[config.mk]
export PLATFORM = sky130hd
export DESIGN_NAME = isd_store_unit
export DESIGN_NICKNAME = d
export VERILOG_FILES = /design/src/rtl/isd_pkg.sv /design/src/rtl/isd_ea_calc.sv /design/src/rtl/isd_lane_gen.sv /design/src/rtl/isd_store_unit.sv
export SDC_FILE = /design/constraint.sdc
export NUM_CORES = 1
export LEC_CHECK = 0
export ABC_AREA = 1
export BUFFER_PORTS_ARGS = -buffer_cell sky130_fd_sc_hd__buf_2
export CORE_MARGIN = 2
export CORE_UTILIZATION = 45
export DETAILED_ROUTE_END_ITERATION = 10
export GPL_TIMING_DRIVEN = 0
export PLACE_DENSITY = 0.76
export REMOVE_ABC_BUFFERS = 1
export SLEW_MARGIN = 40
export SYNTH_ARGS = -nofsm -noshare
export SYNTH_HDL_FRONTEND = slang
export SYNTH_SLANG_ARGS = --single-unit
[constraint.sdc]
create_clock -name clk -period 5.9 [get_ports clk]
set_clock_uncertainty 0.1 [all_clocks]
set_input_delay 0.295 -clock clk [delete_from_list [all_inputs] [get_ports clk]]
set_output_delay 0.295 -clock clk [all_outputs]
set_load 0.02 [all_outputs]
[src/rtl/isd_pkg.sv]
package isd_pkg;

    typedef enum logic [1:0] {
        SZ_BYTE = 2'd0,
        SZ_HALF = 2'd1,
        SZ_WORD = 2'd2,
        SZ_RSVD = 2'd3
    } st_size_e;

    typedef enum logic {
        ST_EMPTY = 1'b0,
        ST_FULL  = 1'b1
    } slot_state_e;

endpackage

[src/rtl/isd_ea_calc.sv]
module isd_ea_calc #(
    parameter int XLEN   = 32,
    parameter int DISP_W = 16
) (
    input  logic              zero_base,
    input  logic              indexed,
    input  logic [XLEN-1:0]   base_val,
    input  logic [XLEN-1:0]   index_val,
    input  logic [DISP_W-1:0] disp,
    output logic [XLEN-1:0]   ea
);
    localparam int EXT_W = XLEN - DISP_W;

    logic [XLEN-1:0] base_sel;
    logic [XLEN-1:0] offs_sel;

    always_comb begin
        base_sel = zero_base ? '0 : base_val;
        offs_sel = indexed ? index_val : {{EXT_W{disp[DISP_W-1]}}, disp};
        ea       = base_sel + offs_sel;
    end
endmodule

[src/rtl/isd_lane_gen.sv]
module isd_lane_gen
    import isd_pkg::*;
#(
    parameter int XLEN = 32
) (
    input  st_size_e                     size,
    input  logic [$clog2(XLEN/8)-1:0]    off,
    input  logic [XLEN-1:0]              src,
    output logic [XLEN/8-1:0]            be,
    output logic [XLEN-1:0]              wdata,
    output logic                         unaligned
);
    localparam int LANES = XLEN / 8;
    localparam int OFF_W = $clog2(LANES);

    always_comb begin
        unaligned = ((size == SZ_HALF) && off[0]) ||
                    ((size == SZ_WORD) && (off != '0));
    end

    for (genvar l = 0; l < LANES; l++) begin : g_lane
        localparam int          K     = LANES - 1 - l;
        localparam logic [OFF_W-1:0] KV = K[OFF_W-1:0];
        logic       lane_en;
        logic [7:0] lane_byte;

        always_comb begin
            unique case (size)
                SZ_BYTE: begin
                    lane_en   = (off == KV);
                    lane_byte = src[7:0];
                end
                SZ_HALF: begin
                    lane_en   = (off[OFF_W-1:1] == KV[OFF_W-1:1]);
                    lane_byte = src[(l % 2) * 8 +: 8];
                end
                SZ_WORD: begin
                    lane_en   = 1'b1;
                    lane_byte = src[l * 8 +: 8];
                end
                default: begin
                    lane_en   = 1'b0;
                    lane_byte = 8'h00;
                end
            endcase
        end

        assign be[l]            = lane_en;
        assign wdata[l*8 +: 8]  = lane_byte;
    end
endmodule

[src/rtl/isd_store_unit.sv]
module isd_store_unit
    import isd_pkg::*;
#(
    parameter int XLEN   = 32,
    parameter int DISP_W = 16,
    parameter int RIDX_W = 5
) (
    input  logic              clk,
    input  logic              rst_n,
    input  logic              in_valid,
    output logic              in_ready,
    input  logic [1:0]        in_size,
    input  logic              in_indexed,
    input  logic              in_update,
    input  logic              in_record,
    input  logic [RIDX_W-1:0] in_ra_idx,
    input  logic [DISP_W-1:0] in_disp,
    input  logic [XLEN-1:0]   in_ra_val,
    input  logic [XLEN-1:0]   in_rb_val,
    input  logic [XLEN-1:0]   in_rs_val,
    output logic              out_valid,
    input  logic              out_ready,
    output logic              mem_we,
    output logic [XLEN-1:0]   mem_addr,
    output logic [XLEN-1:0]   mem_wdata,
    output logic [XLEN/8-1:0] mem_be,
    output logic              bad_form,
    output logic              misalign,
    output logic              wb_valid,
    output logic [RIDX_W-1:0] wb_idx,
    output logic [XLEN-1:0]   wb_data
);
    localparam int LANES = XLEN / 8;
    localparam int OFF_W = $clog2(LANES);

    // ---------------- decode of the incoming instruction ----------------
    st_size_e          size_d;
    logic              ra_zero;
    logic              form_bad;
    logic [XLEN-1:0]   ea_d;
    logic [LANES-1:0]  lane_be;
    logic [XLEN-1:0]   lane_data;
    logic              lane_unal;
    logic              store_ok;
    logic              upd_ok;

    always_comb begin
        size_d   = st_size_e'(in_size);
        ra_zero  = (in_ra_idx == '0);
        form_bad = in_record || (size_d == SZ_RSVD) || (in_update && ra_zero);
        store_ok = !form_bad && !lane_unal;
        upd_ok   = store_ok && in_update;
    end

    isd_ea_calc #(.XLEN(XLEN), .DISP_W(DISP_W)) u_ea (
        .zero_base (ra_zero),
        .indexed   (in_indexed),
        .base_val  (in_ra_val),
        .index_val (in_rb_val),
        .disp      (in_disp),
        .ea        (ea_d)
    );

    isd_lane_gen #(.XLEN(XLEN)) u_lane (
        .size      (size_d),
        .off       (ea_d[OFF_W-1:0]),
        .src       (in_rs_val),
        .be        (lane_be),
        .wdata     (lane_data),
        .unaligned (lane_unal)
    );

    // ---------------- result slot state machine ----------------
    slot_state_e       state_q, state_d;
    logic              accept;

    logic [XLEN-1:0]   addr_q;
    logic [XLEN-1:0]   wdata_q;
    logic [LANES-1:0]  be_q;
    logic              bad_q;
    logic              mis_q;
    logic              we_q;
    logic              upd_q;
    logic [RIDX_W-1:0] ridx_q;

    assign in_ready = (state_q == ST_EMPTY) || out_ready;
    assign accept   = in_valid && in_ready;

    always_comb begin
        state_d = state_q;
        unique case (state_q)
            ST_EMPTY: if (in_valid)               state_d = ST_FULL;
            ST_FULL:  if (out_ready && !in_valid) state_d = ST_EMPTY;
            default:                              state_d = ST_EMPTY;
        endcase
    end

    always_ff @(posedge clk) begin
        if (!rst_n) state_q <= ST_EMPTY;
        else        state_q <= state_d;
    end

    // payload captured at acceptance: store data is the pre-update value
    always_ff @(posedge clk) begin
        if (!rst_n) begin
            addr_q  <= '0;
            wdata_q <= '0;
            be_q    <= '0;
            bad_q   <= 1'b0;
            mis_q   <= 1'b0;
            we_q    <= 1'b0;
            upd_q   <= 1'b0;
            ridx_q  <= '0;
        end else if (accept) begin
            addr_q  <= ea_d;
            wdata_q <= lane_data;
            be_q    <= store_ok ? lane_be : '0;
            bad_q   <= form_bad;
            mis_q   <= lane_unal && !form_bad;
            we_q    <= store_ok;
            upd_q   <= upd_ok;
            ridx_q  <= in_ra_idx;
        end
    end

    // ---------------- outputs ----------------
    always_comb begin
        out_valid = (state_q == ST_FULL);
        mem_we    = out_valid && we_q;
        mem_addr  = addr_q;
        mem_wdata = wdata_q;
        mem_be    = be_q;
        bad_form  = out_valid && bad_q;
        misalign  = out_valid && mis_q;
        wb_valid  = out_valid && out_ready && upd_q;
        wb_idx    = ridx_q;
        wb_data   = addr_q;
    end
endmodule

==> impl_metrics.tcl <==
set metrics [dict create \
    report.final.slew_viol_count 0 \
    worst_pin_slew_ns 0.7330 \
    synth_top_area_share 0.2392 \
    synth_area_per_cell_sq_um 5.716 \
    grt_pass1_vias 6646 \
    max_slew_margin 0.5114 \
    grt_remaining_overflow 0 \
    cts_tree "done" \
    drc 0 \
    cpMostUsedCell "nand3_1" \
    crit_path_start_kind "input port" \
    post_cts_buffers 0 \
    cp-end-kind "flip-flop" \
    fin_cells 1511 \
    fp-row-count 44 \
    h-tree-depth 3 \
    drt_pre_antenna_iters 5 \
    area_growth_pct 20.41 \
    synthTopCellsByCount "nand2_1, inv_1, nor2_1" \
    post_cts_resized 0 \
    cts_sinks 78 \
    hold_viol 0 \
    vias_per_cell 4.722 \
    arrival_ns 3.02 \
    crit_buf_inv 4 \
    synth.distinct_cells 43 \
    yosysTopAreaCell "dfxtp_1" \
    antenna_cells 0 \
    finalSetupTns_ns 0 \
    num-fill-cells 1500 \
    syn_area_sq_mm 0.006528 \
    cp.required_ns 6.05 \
    ir_drop_mv 0.1318 \
    clockBufferDepth 2 \
    min_period_over_period 0.4872 \
    fin_area_sq_mm 0.007860 \
    drive_gt1_frac 0.2118 \
    maxCapViolCount 0 \
    dieHeight_um 124.4 \
    die_x_um 124.4 \
    final_nets 1484 \
    core_sq_mm 0.01437 \
    max_stage_delay_ns 0.48 \
    cts_buffers 9 \
    setup_viol 0 \
    rsz0062_at_grt "no" \
    synthCells 1142 \
    grt_pass1_wl_mm 30.02 \
    dpl_cell_area_sq_mm 0.007577 \
    start_util 0.4543 \
    p_leak_nw 4.959 \
    ys_warn_count 0 \
    drt_wl_total_mm 17.65 \
    period_needed_ns 2.874 \
    grt_max_degree 69 \
    drt_iter0_markers 387 \
    path_max_fanout 33 \
    clkLatencyLatePin_ns 0.35 \
    synthFlopType "dfxtp_1" \
    fmax_mhz 347.9 \
    antenna_found_initial 0 \
    die_area_sq_mm 0.01549 \
    place_inst 1495 \
    grt_use_total 0.2305 \
    cp-startpoint "in_indexed" \
    r2r-start "out_valid$_SDFF_PN0_" \
    clk_pin_slew_worst_paths_ns 0.07 \
    status "finished clean" \
    synth-edff-count 0 \
    hold_class "in2reg" \
    wl_per_cell_um 11.68 \
    path_class "in2reg" \
    gp_congestion 0.9167 \
    vias 7135 \
    portBuffers 236 \
    p_total_mw 1.782 \
    ys_ff_latch 78 \
    async_reset_ff_frac 0 \
    pin_count 237 \
    seq_area_frac_synth 0.2392 \
    synth_area_leaders "dfxtp_1, nand2_1, inv_1" \
    cts_hold_buffers 0 \
    antenna_left 0 \
    cpMaxStageDelayCell "buf_2" \
    cp_top_family "simple AND/OR/NAND/NOR gates" \
    synth.most_common_cell "nand2_1" \
    hpwl_mm 13.82 \
    root_buffer "clkbuf_16" \
    p_per_area_mw_per_mm2 226.8 \
    hold_start "in_update" \
    path_cells "buf_2 -> inv_2 -> or2_2 -> o21ai_0 -> fa_1 -> inv_1 -> nand3_1 -> nand3_1 -> nand3_1 -> nand3_1 -> nand2_1 -> nand2_1 -> nand2_1 -> nand3_1 -> nand2_1 -> inv_1" \
]
-- final timing paths --
| kind | endpoint | slack (ns) | depth (start not counted) |
|---|---|---|---|
| max reg2reg | mem_addr[10]$_SDFFE_PN0P_ | 3.73 | 6 |
| min reg2reg | mem_wdata[25]$_SDFFE_PN0P_ | 0.36 | 2 |
| min | upd_q$_SDFFE_PN0P_ | 0.11 | 3 |
| max | mem_addr[28]$_SDFFE_PN0P_ | 3.03 | 16 |
-- worst min-delay path, cell delays in order --
cell,delay [ns]
buf_2,0.10
nand2_1,0.05
a21oi_1,0.05
-- cell usage in the layout, fill, tap and decap left out, types with 8 or more instances in the layout --
cell,netlist,final
inv_1,211,211
buf_2,13,236
a21oi_1,53,53
clkbuf_16,0,9
nand2_1,407,407
xor2_1,13,13
o21ai_0,23,23
nand3_1,51,50
a22oi_1,8,8
ha_1,35,35
dfxtp_1,78,78
nand2_2,10,9
nor2_1,126,125
-- stage by stage --
step	hold WS, ns	util	worst slack, ns
floorplan	0.3128	-	2.857
global placement	0.3488	0.5239	2.022
detailed placement	0.3525	0.5273	2.660
CTS	0.09402	0.5470	3.016
global route	0.1087	0.5470	2.710
finish	0.1057	0.5470	3.026
-- routing by layer --
layer,share of wire,vias up,GRT usage
li1,-,3801,-
met1,0.45,3096,0.2888
met4,0.016,0,0.06543
met2,0.48,215,0.4053
met5,0,-,0
met3,0.056,23,0.04081
-- cells by family (layout without fill, tap and decap cells) --
group / after synthesis / after routing / synth area share
adders and majority gates: 36 / 36 / 0.07016
xor gates and xnor gates: 14 / 14 / 0.01879
DFF: 78 / 78 / 0.2392
buffers and inverters: 282 / 467 / 0.1861
and+or+nand+nor: 610 / 610 / 0.3747
AOI/OAI and AO/OA: 122 / 122 / 0.1110
-- cell type report --
cell class              count  area, sq um  area share
clock buffers               9        225.2     0.02865
flip-flops and latches     78         1562      0.1987
repair buffers            237         1209      0.1538
inverters                 214        808.3      0.1028
multi-input cells         782         3769      0.4795
clock inverters             7        57.56    0.007323
well taps                 184        230.2     0.02929
-- state kept, by name, indices dropped and copies added (netlist names) --
signal and flops:
mem_addr 32, mem_wdata 32, wb_idx 5, mem_be 4, bad_q 1, we_q 1, mis_q 1, out_valid 1
upd_q 1
-- power by group --
part	total (mW)	switching (mW)	internal, mW
registers	0.593	0.0261	0.567
clock network	0.541	0.250	0.291
logic	0.649	0.420	0.228
total	1.78	0.696	1.09
Note: power is estimated with default switching activity, not from simulation.
